===== config.mk =====
export PLATFORM = sky130hd
export DESIGN_NAME = wep_guard
export DESIGN_NICKNAME = d
export VERILOG_FILES = /design/src/rtl/wep_pkg.sv /design/src/rtl/wep_enable_latch.sv /design/src/rtl/wep_region_cmp.sv /design/src/rtl/wep_cfg_reg.sv /design/src/rtl/wep_guard.sv
export SDC_FILE = /design/constraint.sdc
export NUM_CORES = 1
export LEC_CHECK = 0
export BUFFER_PORTS_ARGS = -buffer_cell sky130_fd_sc_hd__buf_2
export CELL_PAD_IN_SITES_DETAIL_PLACEMENT = 1
export CELL_PAD_IN_SITES_GLOBAL_PLACEMENT = 1
export CORE_MARGIN = 2
export CORE_UTILIZATION = 21
export CTS_CLUSTER_DIAMETER = 150
export DETAILED_ROUTE_END_ITERATION = 10
export HOLD_SLACK_MARGIN = 0.12
export PLACE_DENSITY = 0.79
export SYNTH_ARGS = -nofsm -noshare
export SYNTH_HDL_FRONTEND = slang
export SYNTH_HIERARCHICAL = 1
export SYNTH_SLANG_ARGS = --single-unit

===== constraint.sdc =====
create_clock -name clk -period 1.4 [get_ports clk]
set_input_delay 0.14 -clock clk [delete_from_list [all_inputs] [get_ports clk]]
set_output_delay 0.14 -clock clk [all_outputs]
set_load 0.01 [all_outputs]

===== src/rtl/wep_pkg.sv =====
// Shared types and helpers for the write enable / block protection unit.
// Assumes an eight-bit status byte with a fixed field layout.
package wep_pkg;

    // Protection configuration written by a configuration write.
    typedef struct packed {
        logic       wpen;
        logic [1:0] bp;
    } prot_cfg_t;

    localparam int STATUS_W   = 8;
    localparam int ST_WIP_BIT = 0;
    localparam int ST_WEL_BIT = 1;
    localparam int ST_BP_LO   = 2;
    localparam int ST_WPEN    = 7;

    localparam logic [1:0] BP_NONE    = 2'b00;
    localparam logic [1:0] BP_QUARTER = 2'b01;
    localparam logic [1:0] BP_HALF    = 2'b10;
    localparam logic [1:0] BP_ALL     = 2'b11;

    // Assemble the status byte; unused bits read zero.
    function automatic logic [STATUS_W-1:0] pack_status(prot_cfg_t c, logic wel, logic wip);
        logic [STATUS_W-1:0] s;
        s                     = '0;
        s[ST_WPEN]            = c.wpen;
        s[ST_BP_LO+1:ST_BP_LO] = c.bp;
        s[ST_WEL_BIT]         = wel;
        s[ST_WIP_BIT]         = wip;
        return s;
    endfunction

    // Extract the writable fields from a configuration data byte.
    function automatic prot_cfg_t unpack_cfg(logic [STATUS_W-1:0] d);
        prot_cfg_t c;
        c.wpen = d[ST_WPEN];
        c.bp   = d[ST_BP_LO+1:ST_BP_LO];
        return c;
    endfunction

endpackage


===== src/rtl/wep_enable_latch.sv =====
// Write enable latch with deferred set.
// An enable strobe is held as pending and becomes the latch only when the
// frame closes with exactly CMD_BITS bits. Clear requests win over a set.
// Assumes strobes are one cycle wide and synchronous to clk.
module wep_enable_latch #(
    parameter int FB_W     = 6,
    parameter int CMD_BITS = 8
) (
    input  logic            clk,
    input  logic            rst_n,
    input  logic            wren_i,
    input  logic            wrdi_i,
    input  logic            frame_end_i,
    input  logic [FB_W-1:0] frame_bits_i,
    input  logic            clear_i,
    output logic            wel_o
);

    localparam logic [FB_W-1:0] CMD_LEN = FB_W'(CMD_BITS);

    logic pend_q;
    logic wel_q;
    logic commit;

    // Frame closed cleanly after an enable command.
    assign commit = frame_end_i && pend_q && (frame_bits_i == CMD_LEN);

    // Track an enable waiting for its frame to close.
    always_ff @(posedge clk) begin
        if (!rst_n) begin
            pend_q <= 1'b0;
        end else if (wrdi_i || frame_end_i) begin
            pend_q <= 1'b0;
        end else if (wren_i) begin
            pend_q <= 1'b1;
        end
    end

    // Latch itself: clears take priority over the deferred set.
    always_ff @(posedge clk) begin
        if (!rst_n) begin
            wel_q <= 1'b0;
        end else if (wrdi_i || clear_i) begin
            wel_q <= 1'b0;
        end else if (commit) begin
            wel_q <= 1'b1;
        end
    end

    assign wel_o = wel_q;

    // the latch only rises at a frame end.
    p_set_at_frame_end_r2: assert property (@(posedge clk) disable iff (!rst_n)
        $rose(wel_q) |-> $past(frame_end_i));

    // a disable strobe leaves the latch clear.
    p_wrdi_clears_r4: assert property (@(posedge clk) disable iff (!rst_n)
        wrdi_i |=> !wel_q);

endmodule


===== src/rtl/wep_region_cmp.sv =====
// Protected-range compare. The protected region grows downward from the top
// of the array in quarters selected by the block-protect field.
// Assumes ADDR_W >= 2 so that quarter boundaries exist.
module wep_region_cmp #(
    parameter int ADDR_W = 17
) (
    input  logic [ADDR_W-1:0] addr_i,
    input  logic [1:0]        bp_i,
    input  logic              chip_i,
    output logic              hit_o
);

    import wep_pkg::*;

    localparam int TOP = ADDR_W - 1;

    logic in_upper_half;
    logic in_upper_quarter;

    assign in_upper_half    = addr_i[TOP];
    assign in_upper_quarter = addr_i[TOP] && addr_i[TOP-1];

    // Decide whether the target touches the protected region.
    always_comb begin
        if (chip_i) begin
            hit_o = (bp_i != BP_NONE);
        end else begin
            unique case (bp_i)
                BP_NONE:    hit_o = 1'b0;
                BP_QUARTER: hit_o = in_upper_quarter;
                BP_HALF:    hit_o = in_upper_half;
                default:    hit_o = 1'b1;
            endcase
        end
    end

endmodule


===== src/rtl/wep_cfg_reg.sv =====
// Protection configuration register with write gating.
// A configuration write is refused while the array is busy, when the
// protection-enable flag is set and the protect pin is low, or when the
// write enable latch is clear. Decisions are registered pulses.
module wep_cfg_reg (
    input  logic              clk,
    input  logic              rst_n,
    input  logic              wrsr_i,
    input  logic [7:0]        data_i,
    input  logic              wel_i,
    input  logic              busy_i,
    input  logic              wp_n_i,
    output wep_pkg::prot_cfg_t cfg_o,
    output logic              grant_o,
    output logic              deny_o
);

    import wep_pkg::*;

    prot_cfg_t cfg_q;
    logic      grant_q;
    logic      deny_q;
    logic      locked;
    logic      accept;

    assign locked = cfg_q.wpen && !wp_n_i;
    assign accept = wrsr_i && !busy_i && !locked && wel_i;

    // Load the configuration when a write is accepted.
    always_ff @(posedge clk) begin
        if (!rst_n) begin
            cfg_q <= '0;
        end else if (accept) begin
            cfg_q <= unpack_cfg(data_i);
        end
    end

    // Register the grant and deny pulses.
    always_ff @(posedge clk) begin
        if (!rst_n) begin
            grant_q <= 1'b0;
            deny_q  <= 1'b0;
        end else begin
            grant_q <= accept;
            deny_q  <= wrsr_i && !accept;
        end
    end

    assign cfg_o   = cfg_q;
    assign grant_o = grant_q;
    assign deny_o  = deny_q;

    // pin lock refuses the write and holds the configuration.
    p_pin_lock_r9: assert property (@(posedge clk) disable iff (!rst_n)
        (wrsr_i && cfg_q.wpen && !wp_n_i) |=> (deny_q && $stable(cfg_q)));

    // configuration only changes after a grant.
    p_cfg_change_r9: assert property (@(posedge clk) disable iff (!rst_n)
        !$stable(cfg_q) |-> grant_q);

endmodule


===== src/rtl/wep_guard.sv =====
// Top of the write enable and block protection unit.
// Combines the enable latch, the protected-range compare and the
// configuration register; registers the busy input and decides on
// write/erase requests one clock after they are presented.
// Assumes all inputs are synchronous to clk.
module wep_guard #(
    parameter int ADDR_W   = 17,
    parameter int FB_W     = 6,
    parameter int CMD_BITS = 8
) (
    input  logic              clk,
    input  logic              rst_n,
    input  logic              wren_i,
    input  logic              wrdi_i,
    input  logic              wrsr_i,
    input  logic [7:0]        wrsr_data_i,
    input  logic              frame_end_i,
    input  logic [FB_W-1:0]   frame_bits_i,
    input  logic              req_i,
    input  logic              req_chip_i,
    input  logic [ADDR_W-1:0] req_addr_i,
    input  logic              wp_n_i,
    input  logic              wip_i,
    output logic [7:0]        status_o,
    output logic              req_grant_o,
    output logic              req_deny_o,
    output logic              wrsr_grant_o,
    output logic              wrsr_deny_o
);

    import wep_pkg::*;

    logic      wip_q;
    logic      wip_fall;
    logic      wel;
    logic      hit;
    logic      req_ok;
    logic      prot_clear;
    logic      grant_q;
    logic      deny_q;
    prot_cfg_t cfg;

    assign wip_fall   = wip_q && !wip_i;
    assign req_ok     = req_i && !wip_q && wel && !hit;
    assign prot_clear = req_i && !wip_q && hit;

    // Register the busy level for status and gating.
    always_ff @(posedge clk) begin
        if (!rst_n) begin
            wip_q <= 1'b0;
        end else begin
            wip_q <= wip_i;
        end
    end

    wep_enable_latch #(
        .FB_W     (FB_W),
        .CMD_BITS (CMD_BITS)
    ) latch_i (
        .clk          (clk),
        .rst_n        (rst_n),
        .wren_i       (wren_i),
        .wrdi_i       (wrdi_i),
        .frame_end_i  (frame_end_i),
        .frame_bits_i (frame_bits_i),
        .clear_i      (prot_clear || wip_fall),
        .wel_o        (wel)
    );

    wep_region_cmp #(
        .ADDR_W (ADDR_W)
    ) cmp_i (
        .addr_i (req_addr_i),
        .bp_i   (cfg.bp),
        .chip_i (req_chip_i),
        .hit_o  (hit)
    );

    wep_cfg_reg cfg_i (
        .clk     (clk),
        .rst_n   (rst_n),
        .wrsr_i  (wrsr_i),
        .data_i  (wrsr_data_i),
        .wel_i   (wel),
        .busy_i  (wip_q),
        .wp_n_i  (wp_n_i),
        .cfg_o   (cfg),
        .grant_o (wrsr_grant_o),
        .deny_o  (wrsr_deny_o)
    );

    // Register the request decision as grant or deny pulses.
    always_ff @(posedge clk) begin
        if (!rst_n) begin
            grant_q <= 1'b0;
            deny_q  <= 1'b0;
        end else begin
            grant_q <= req_ok;
            deny_q  <= req_i && !req_ok;
        end
    end

    assign req_grant_o = grant_q;
    assign req_deny_o  = deny_q;
    assign status_o    = pack_status(cfg, wel, wip_q);

    // grant and deny are exclusive.
    p_grant_deny_excl_r7: assert property (@(posedge clk) disable iff (!rst_n)
        !(req_grant_o && req_deny_o));

    // a grant needs the latch set in the request cycle.
    p_grant_needs_wel_r7: assert property (@(posedge clk) disable iff (!rst_n)
        req_grant_o |-> $past(status_o[ST_WEL_BIT]));

    // a protected target clears the latch.
    p_prot_clears_wel_r8: assert property (@(posedge clk) disable iff (!rst_n)
        (req_i && !wip_q && hit) |=> (req_deny_o && !status_o[ST_WEL_BIT]));

    // end of a write cycle clears the latch.
    p_wip_fall_r10: assert property (@(posedge clk) disable iff (!rst_n)
        (wip_q && !wip_i) |=> !status_o[ST_WEL_BIT]);

    // requests while busy are denied.
    p_busy_deny_r11: assert property (@(posedge clk) disable iff (!rst_n)
        (req_i && wip_q) |=> req_deny_o);

    // unused status bits stay zero.
    p_status_pad_r5: assert property (@(posedge clk) disable iff (!rst_n)
        status_o[6:4] == 3'b000);

endmodule


==> results of run 1 <==
routing by layer:
layer | wire length [um] | global-route usage (%) | share of wire [%]
met5 | 0 | 0 | 0
met4 | 0 | 2.63 | 0
met3 | 92 | 4.97 | 8.5
met2 | 588 | 16.2 | 54
met1 | 404 | 8.73 | 37
worst paths after layout:
kind                    endpoint  slack [ns]
setup / recovery   latch_i/wel_o        0.30
hold reg to reg   cfg_i/cfg_o[2]        0.48
setup reg to reg   latch_i/wel_o        0.30
hold / removal    cfg_i/cfg_o[1]        0.13
sequential cells by signal, summed over array words and instances (netlist names):
signal / count
cfg_i/deny_o: 1
cfg_i/cfg_o: 3
latch_i/wel_o: 1
wip_q: 1
req_grant_o: 1
latch_i/pend_q: 1
cfg_i/grant_o: 1
req_deny_o: 1
logic make-up (layout without fill, tap and decap cells):
logic type,count (synthesis),in the layout,share of synthesized area (%)
AO/OA/AOI/OAI,5,5,7.67
flip-flops,10,10,42.3
buffers and inverters,6,38,8.73
other,1,3,0.793
multiplexers,4,4,8.47
AND/OR/NAND/NOR,23,23,32.0
worst max-delay path, cell delays in order, from the launching register on:
cell	delay [ns]
dfxtp_1	0.38
o21ai_1	0.11
a21oi_2	0.21
nand2_1	0.08
mux2i_1	0.15
nor3_2	0.06
through the flow:
step	area [um2]	cells	total power [W]	hold WS (ns)	setup WS [ns]
6_report	699	111	0.000618	0.131	0.299
5_1_grt	699	111	0.000658	0.124	0.190
4_1_cts	689	110	0.000630	0.120	0.275
3_5_place_dp	623	103	0.000363	0.330	0.293
3_3_place_gp	623	103	0.000360	0.317	0.312
2_1_floorplan	480	51	0.000329	0.219	0.328
placed cells by master, fill, tap and decap left out, types with 2 or more instances in the layout:
| cell type | count |
|---|---|
| dlygate4sd3_1 | 4 |
| clkbuf_4 | 3 |
| conb_1 | 3 |
| nand2_1 | 10 |
| nor2_1 | 3 |
| dfxtp_1 | 10 |
| mux2i_1 | 4 |
| a21oi_1 | 2 |
| buf_2 | 29 |
where the power goes:
group	switching (W)	total, W	leakage [nW]	internal (W)
clock network	0.0000966	0.000254	0.0210	0.000158
logic	0.0000315	0.0000697	0.213	0.0000382
registers	0.00000418	0.000294	0.0814	0.000290
total	0.000132	0.000618	0.315	0.000486
cell type report:
cell class / instances / area [um2] / area share (%)
multi-input cells: 35 / 239 / 34.2
flip-flops and latches: 10 / 200 / 28.6
inverters: 1 / 3.75 / 0.537
well taps: 28 / 35.0 / 5.01
repair buffers: 33 / 185 / 26.5
clock buffers: 4 / 36.3 / 5.19
==> flow_summary.yaml, run 1 <==
yosys:
  synth_common_cells: "10 x dfxtp_1, 10 x nand2_1, 5 x buf_4"
  synthArstFlopShare_pct: 0
  yosysWarnings: 6
  avgSynthCellArea_um2: 9.65
  synth_area_leaders: "dfxtp_1 42%, mux2i_1 8.5%, buf_4 7.9%"
  synth-edff-count: 0
  synth_top_flop_cell: "dfxtp_1"
  ys_ff_latch: 10
  yosysTopAreaCellShare_pct: 42.3
  synthCells: 49
  synth_area_um2: 473
  synth_cell_types: 21
  ys_seq_area_share_pct: 42.3
  synth.largest_area_cell: "dfxtp_1"
final_layout:
  antenna_cells: 0
  syn_to_final_growth_pct: 47.9
  layout.nets: 125
  utilization_pct: 32.2
  final_layout_size_suffix_gt1_share_pct: 49.4
  fill_cells: 285
clocking:
  cts_tree: "built"
  cts_buffers: 3
  clk_path_buf_depth: 2
  cts.clk_slew.worst_paths_ns: 0.07
  hold_buffers: 3
  root_buffer: "clkbuf_4"
  insertion_delay_ns: 0.26
  post_cts_buffers: 0
  htreeDepth: 1
  cts_sinks: 10
  ctsResizeCount: 0
outcome:
  outcome: "complete, no violations"
floorplanning:
  die-width_um: 51.5
  io_pins: 53
  initial_core_util_pct: 21.8
  die-area_um2: 2650
  die_y_um: 51.5
  fp-row-count: 17
  core_area_um2: 2170
pwr:
  power_leakage_nw: 0.315
  power.density_nw_per_um2: 884
  vdd_ir_drop_max_uv: 778
routing:
  wire_per_inst_um: 9.77
  ant_nets: 0
  drc_errors: 0
  viasPerCell: 4.00
  dr.pass1.iters: 1
  drt_iter0_drc: 0
  drt_wl_total_um: 1080
  vias: 444
grt:
  antenna_found_initial: 0
  grt_overflow: 0
  grt_max_degree: 12
  grt_pass1_vias: 433
  grt_pass1_wl_um: 1730
  grt_use_total_pct: 9.02
setup_path:
  required_ns: 1.55
  path_max_fanout: 4
  cp-startpoint: "cfg_i/cfg_o[1]"
  r2r-start: "cfg_i/cfg_o[1]"
  crit_path_end_kind: "flop"
  path_class: "reg -> reg"
  r2r_cells: 5
  critPathArrivalTime_ns: 1.25
  critPathLaunchType: "flop"
placement:
  io_buffer_count: 29
  gp_routability_congestion: 0.641
timing:
  final-max-slew-violation-count: 0
  fin_skew_ns: 0.00121
  rsz0062_at_grt: "no"
  fmax_mhz: 908
  period_share_pct: 78.6
  hold_violations: 0
  setup_viol: 0
  fin_setup_tns_ns: 0
  finalCriticalPeriod_ns: 1.10
worst_hold_path:
  min_from: "wrsr_data_i[3]"
  whs_path_depth: 3
  min_path_type: "in -> reg"
flow_run:
  drv_cap: 0
No activity file was read; power rests on OpenSTA's default activity.
==> run 2: changes to the inputs <==
--- a/config.mk
+++ b/config.mk
@@ -9,11 +9,11 @@
 export CELL_PAD_IN_SITES_DETAIL_PLACEMENT = 1
 export CELL_PAD_IN_SITES_GLOBAL_PLACEMENT = 1
 export CORE_MARGIN = 2
-export CORE_UTILIZATION = 21
+export CORE_UTILIZATION = 18
 export CTS_CLUSTER_DIAMETER = 150
 export DETAILED_ROUTE_END_ITERATION = 10
 export HOLD_SLACK_MARGIN = 0.12
-export PLACE_DENSITY = 0.79
+export PLACE_DENSITY = 0.72
 export SYNTH_ARGS = -nofsm -noshare
 export SYNTH_HDL_FRONTEND = slang
 export SYNTH_HIERARCHICAL = 1
==> constraint.sdc (replaced) <==
create_clock -name clk -period 1 [get_ports clk]
set_input_delay 0.1 -clock clk [delete_from_list [all_inputs] [get_ports clk]]
set_output_delay 0.1 -clock clk [all_outputs]
set_load 0.01 [all_outputs]
==> flow_summary.yaml, run 2 (synthesis results as in run 1) <==
outcome:
  outcome: "complete, but fails checks"
  violations: "negative setup slack"
grt:
  grt_pass1_vias: 481
  grt_max_degree: 12
  grt_pass1_wl_um: 2050
  grt_overflow: 0
  grt_use_total_pct: 8.56
  antenna_found_initial: 0
floorplanning:
  die-width_um: 55.3
  fp-row-count: 18
  die-area_um2: 3050
  initial_core_util_pct: 19.1
  die_y_um: 55.3
  core_area_um2: 2480
  io_pins: 53
flow_run:
  drv_cap: 0
setup_path:
  ff2ff_setup_slack_ns: -0.02
  crit_chain: "a211oi_2 > a21oi_2 > buf_4 > nor4b_4"
  r2r_end: "req_grant_o"
  critPathTopFamily: "flip-flops"
  worst_path_max_delay_cell: "dfxtp_2"
  critPathLaunchType: "flop"
  slowest_delay_ns: 0.33
  path_class: "reg -> reg"
  critPathArrivalTime_ns: 1.20
  path_max_fanout: 3
  r2r_cells: 4
  crit_buf_inv: 1
  r2r-start: "cfg_i/cfg_o[1]"
  required_ns: 1.18
  crit_path_end_kind: "flop"
clocking:
  cts_sinks: 10
  root_buffer: "clkbuf_4"
  cts_buffers: 3
  cts_tree: "built"
  cts.clk_slew.worst_paths_ns: 0.06
  insertion_delay_ns: 0.27
  clk_path_buf_depth: 2
  htreeDepth: 1
timing:
  hold_violations: 0
  holdWs_ns: 0.128
  rsz0062_at_grt: "yes"
  finalCriticalPeriod_ns: 1.02
  final-max-slew-violation-count: 0
  fin_skew_ns: 0.00530
  setup_ws_ns: -0.0227
  period_share_pct: 102
  fmax_mhz: 978
  setup_viol: 2
final_layout:
  final-seq-area_um2: 206
  multiInputGateArea_um2: 250
  final_cell_mix: "28 x buf_2, 9 x nand2_1, 7 x dfxtp_1, 7 x dlygate4sd3_1, 5 x buf_4"
  utilization_pct: 31.9
  largest_reg_flops: 3
  layout.nets: 134
  fill_cells: 312
  finalInstanceArea_um2: 791
  final_common_cell: "buf_2"
  antenna_cells: 0
  syn_to_final_growth_pct: 67.2
  final_layout_size_suffix_gt1_share_pct: 54.9
pwr:
  power_leakage_nw: 0.359
  total_power_w: 0.000803
  power.density_nw_per_um2: 1020
  vdd_ir_drop_max_uv: 459
worst_hold_path:
  min_from: "wrdi_i"
  whs_path_depth: 3
  min_path_type: "in -> reg"
  hold_end: "latch_i/wel_o"
routing:
  viasPerCell: 4.10
  ant_nets: 0
  routed.top_layer: "met4"
  wire_per_inst_um: 9.88
  vias: 496
  drt_wl_total_um: 1200
  drt_iter0_drc: 9
  dr.pass1.iters: 2
  drc_errors: 0
  m1WireLength_um: 470
  met3WireLength_um: 95
  met2_length_um: 618
placement:
  placed_area_um2: 664
  gp_routability_congestion: 0.671
  dp_slack_ns: -0.0225
  io_buffer_count: 29
==> run 2: cell types whose count changed in the layout (fill, tap and decap cells not counted), sizes merged <==
cell	delta
dlygate4sd3	+3
clkbuf	-1
buf	+6
==> run 2: power by group <==
part           internal [W]  leakage (nW)  switching [W]
logic             0.0000673         0.262      0.0000500
clock network      0.000139        0.0138       0.000137
registers          0.000405        0.0831     0.00000483
==> run 2: layout make-up <==
cell class,instances,share of cell area [%]
Tap cell,30,4.75
Timing Repair Buffer,42,34.2
Multi-Input combinational cell,35,31.6
Sequential cell,10,26.1
Inverter,1,0.475
Clock buffer,3,2.85
==> run 2: routing by layer <==
metal	vias to the layer above	track usage, %
li1	241	-
met4	0	2.09
met5	-	0
met3	2	4.92
met1	232	9.47
met2	21	14.1
==> run 2: how the worst max path moves through the flow <==
stage                         from       endpoint  cells past startpoint
finish              cfg_i/cfg_o[1]    req_grant_o                      4
global route        cfg_i/cfg_o[1]    req_grant_o                      4
CTS                 cfg_i/cfg_o[1]    req_grant_o                      4
detailed placement  cfg_i/cfg_o[1]    req_grant_o                      4
global placement    cfg_i/cfg_o[1]    req_grant_o                      4
floorplan           cfg_i/cfg_o[0]  latch_i/wel_o                      5
==> run 2: repair_timing <==
action                                 4_1_cts  5_1_grt
setup endpoints to repair                    6        7
pin swaps                                    2        2
buffers inserted                             1        0
endpoints found under the hold margin        6        0
gates resized for setup                      3        4
hold buffers                                 7        0
gates cloned                                 0        0
==> run 2: tightest hold or removal path, delay by kind of cell <==
kind / cells / cell delay (ns)
and+or+nand+nor: 2 / 0.18
buffers and inverters: 1 / 0.07
==> run 2: stage by stage <==
step / cells / setup TNS, ns
floorplan: 51 / 0
global placement: 110 / 0
detailed placement: 110 / -0.0776
CTS: 121 / -0.0461
global route: 121 / -0.422
finish: 121 / -0.0248
==> run 3: changes to the inputs <==
--- a/config.mk
+++ b/config.mk
@@ -8,12 +8,12 @@
 export BUFFER_PORTS_ARGS = -buffer_cell sky130_fd_sc_hd__buf_2
 export CELL_PAD_IN_SITES_DETAIL_PLACEMENT = 1
 export CELL_PAD_IN_SITES_GLOBAL_PLACEMENT = 1
-export CORE_MARGIN = 2
 export CORE_UTILIZATION = 18
 export CTS_CLUSTER_DIAMETER = 150
 export DETAILED_ROUTE_END_ITERATION = 10
 export HOLD_SLACK_MARGIN = 0.12
 export PLACE_DENSITY = 0.72
+export REMOVE_ABC_BUFFERS = 1
 export SYNTH_ARGS = -nofsm -noshare
 export SYNTH_HDL_FRONTEND = slang
 export SYNTH_HIERARCHICAL = 1
==> flow_summary.yaml, run 3 (synthesis results as in run 1) <==
grt:
  grt_max_degree: 12
  grt_overflow: 0
  grt_use_total_pct: 9.75
  grt_pass1_vias: 486
  antenna_found_initial: 0
  grt_pass1_wl_um: 1950
setup_path:
  critPathArrivalTime_ns: 1.21
  ff2ff_setup_slack_ns: -0.03
  required_ns: 1.18
  r2r_end: "req_grant_o"
  crit_path_end_kind: "flop"
  r2r_cells: 4
  r2r-start: "cfg_i/cfg_o[1]"
  path_class: "reg -> reg"
  critPathLaunchType: "flop"
  path_max_fanout: 4
timing:
  finalCriticalPeriod_ns: 1.03
  final-max-slew-violation-count: 0
  hold_violations: 0
  setup_ws_ns: -0.0322
  fin_skew_ns: 0.00132
  fmax_mhz: 969
  period_share_pct: 103
  setup_viol: 1
  rsz0062_at_grt: "yes"
final_layout:
  layout.nets: 131
  fill_cells: 310
  final_common_cell: "buf_2"
  antenna_cells: 0
  finalInstanceArea_um2: 774
  finalNonFillerCells: 119
  largest_reg_flops: 3
  multiInputGateArea_um2: 245
  final_layout_size_suffix_gt1_share_pct: 56.2
  syn_to_final_growth_pct: 63.8
  final_cell_mix: "28 x buf_2, 9 x nand2_1, 7 x dlygate4sd3_1"
  utilization_pct: 31.3
  final-seq-area_um2: 208
routing:
  viasPerCell: 3.99
  drc_errors: 0
  vias: 475
  drt_iter0_drc: 1
  drt_wl_total_um: 1190
  wire_per_inst_um: 9.99
  dr.pass1.iters: 2
  ant_nets: 0
clocking:
  insertion_delay_ns: 0.26
  post_cts_buffers: 0
  clk_path_buf_depth: 2
  cts_tree: "built"
  cts_sinks: 10
  cts.clk_slew.worst_paths_ns: 0.07
  htreeDepth: 1
  cts_buffers: 3
  root_buffer: "clkbuf_4"
floorplanning:
  die-area_um2: 2840
  die_y_um: 53.3
  io_pins: 53
  fp-row-count: 18
  initial_core_util_pct: 19.1
  core_area_um2: 2480
  die-width_um: 53.3
pwr:
  combPwrFrac_pct: 12.3
  total_power_w: 0.000885
  power.density_nw_per_um2: 1140
  seqPwrFrac_pct: 46.3
  swShare_pct: 22.5
  power_leakage_nw: 0.349
  clockPowerShare_pct: 41.4
  vdd_ir_drop_max_uv: 392
  p_switching_w: 0.000199
  power.internal_w: 0.000686
placement:
  place_hpwl_um: 996
  io_buffer_count: 29
  gp_routability_congestion: 0.593
  placed_area_um2: 648
  dpl.cell_count: 108
outcome:
  outcome: "complete, but fails checks"
  violations: "negative setup slack"
worst_hold_path:
  min_from: "wren_i"
  whs_path_depth: 3
  min_path_type: "in -> reg"
  hold_end: "latch_i/pend_q"
flow_run:
  drv_cap: 0
run 3: cell types whose count changed in the layout (fill, tap and decap cells not counted):
cell,previous run,this run
o21ai_1,1,0
o21ai_2,0,1
buf_4,5,3
buf_6,2,1
nor4b_4,1,0
dfxtp_2,2,3
dfxtp_1,7,6
nor4b_2,0,1
clkbuf_8,0,1
run 3: layout make-up:
| type | instances | area share, % |
|---|---|---|
| Timing Repair Buffer | 39 | 31.5 |
| Tap cell | 30 | 4.85 |
| Clock buffer | 4 | 4.68 |
| Sequential cell | 10 | 26.8 |
| Inverter | 1 | 0.485 |
| Multi-Input combinational cell | 35 | 31.7 |
run 3: stage by stage:
| stage | TNS, ns | hold WS [ns] | worst slack [ns] |
|---|---|---|---|
| after floorplan | -0.0722 | 0.179 | -0.0722 |
| after global placement | -0.0674 | 0.278 | -0.0432 |
| after detailed placement | -0.181 | 0.296 | -0.0677 |
| after CTS | -0.0856 | 0.123 | -0.0443 |
| after global routing | -0.312 | 0.138 | -0.0949 |
| final | -0.0322 | 0.129 | -0.0322 |
run 3: worst max path at each step:
stage | startpoint | end | cells past startpoint
after CTS | cfg_i/cfg_o[1] | req_grant_o | 4
after global routing | cfg_i/cfg_o[2] | cfg_i/cfg_o[2] | 3
after floorplan | cfg_i/cfg_o[1] | latch_i/wel_o | 5
after detailed placement | cfg_i/cfg_o[1] | latch_i/wel_o | 5
after global placement | cfg_i/cfg_o[1] | latch_i/wel_o | 5
final | cfg_i/cfg_o[1] | req_grant_o | 4
run 3: power groups by stage:
stage / clock network, W / logic (W) / registers (W)
after floorplan: 0 / 0.0000249 / 0.000424
after global placement: 0 / 0.0000840 / 0.000420
after detailed placement: 0 / 0.0000884 / 0.000421
after CTS: 0.000386 / 0.000110 / 0.000412
after global routing: 0.000409 / 0.000122 / 0.000412
final: 0.000366 / 0.000109 / 0.000410
run 3: metal layers:
layer / GRT usage, % / routed length [um] / vias to the layer above
li1: - / - / 236
met1: 9.76 / 461 / 219
met2: 17.9 / 632 / 20
met3: 3.45 / 95 / 0
met4: 3.95 / 0 / 0
met5: 0 / 0 / -
run 3: timing repair:
item | in CTS | in global routing
hold buffers | 7 | 0
endpoints found under the setup margin | 7 | 7
hold endpoints to repair | 8 | 0
gates resized for setup | 4 | 4
pin swaps | 2 | 3
run 3: critical path, cell delays in order, from the launching register on:
cell and delay (ns):
dfxtp_2 0.34, a211oi_2 0.16, a21oi_2 0.07, buf_4 0.14, nor4b_2 0.23
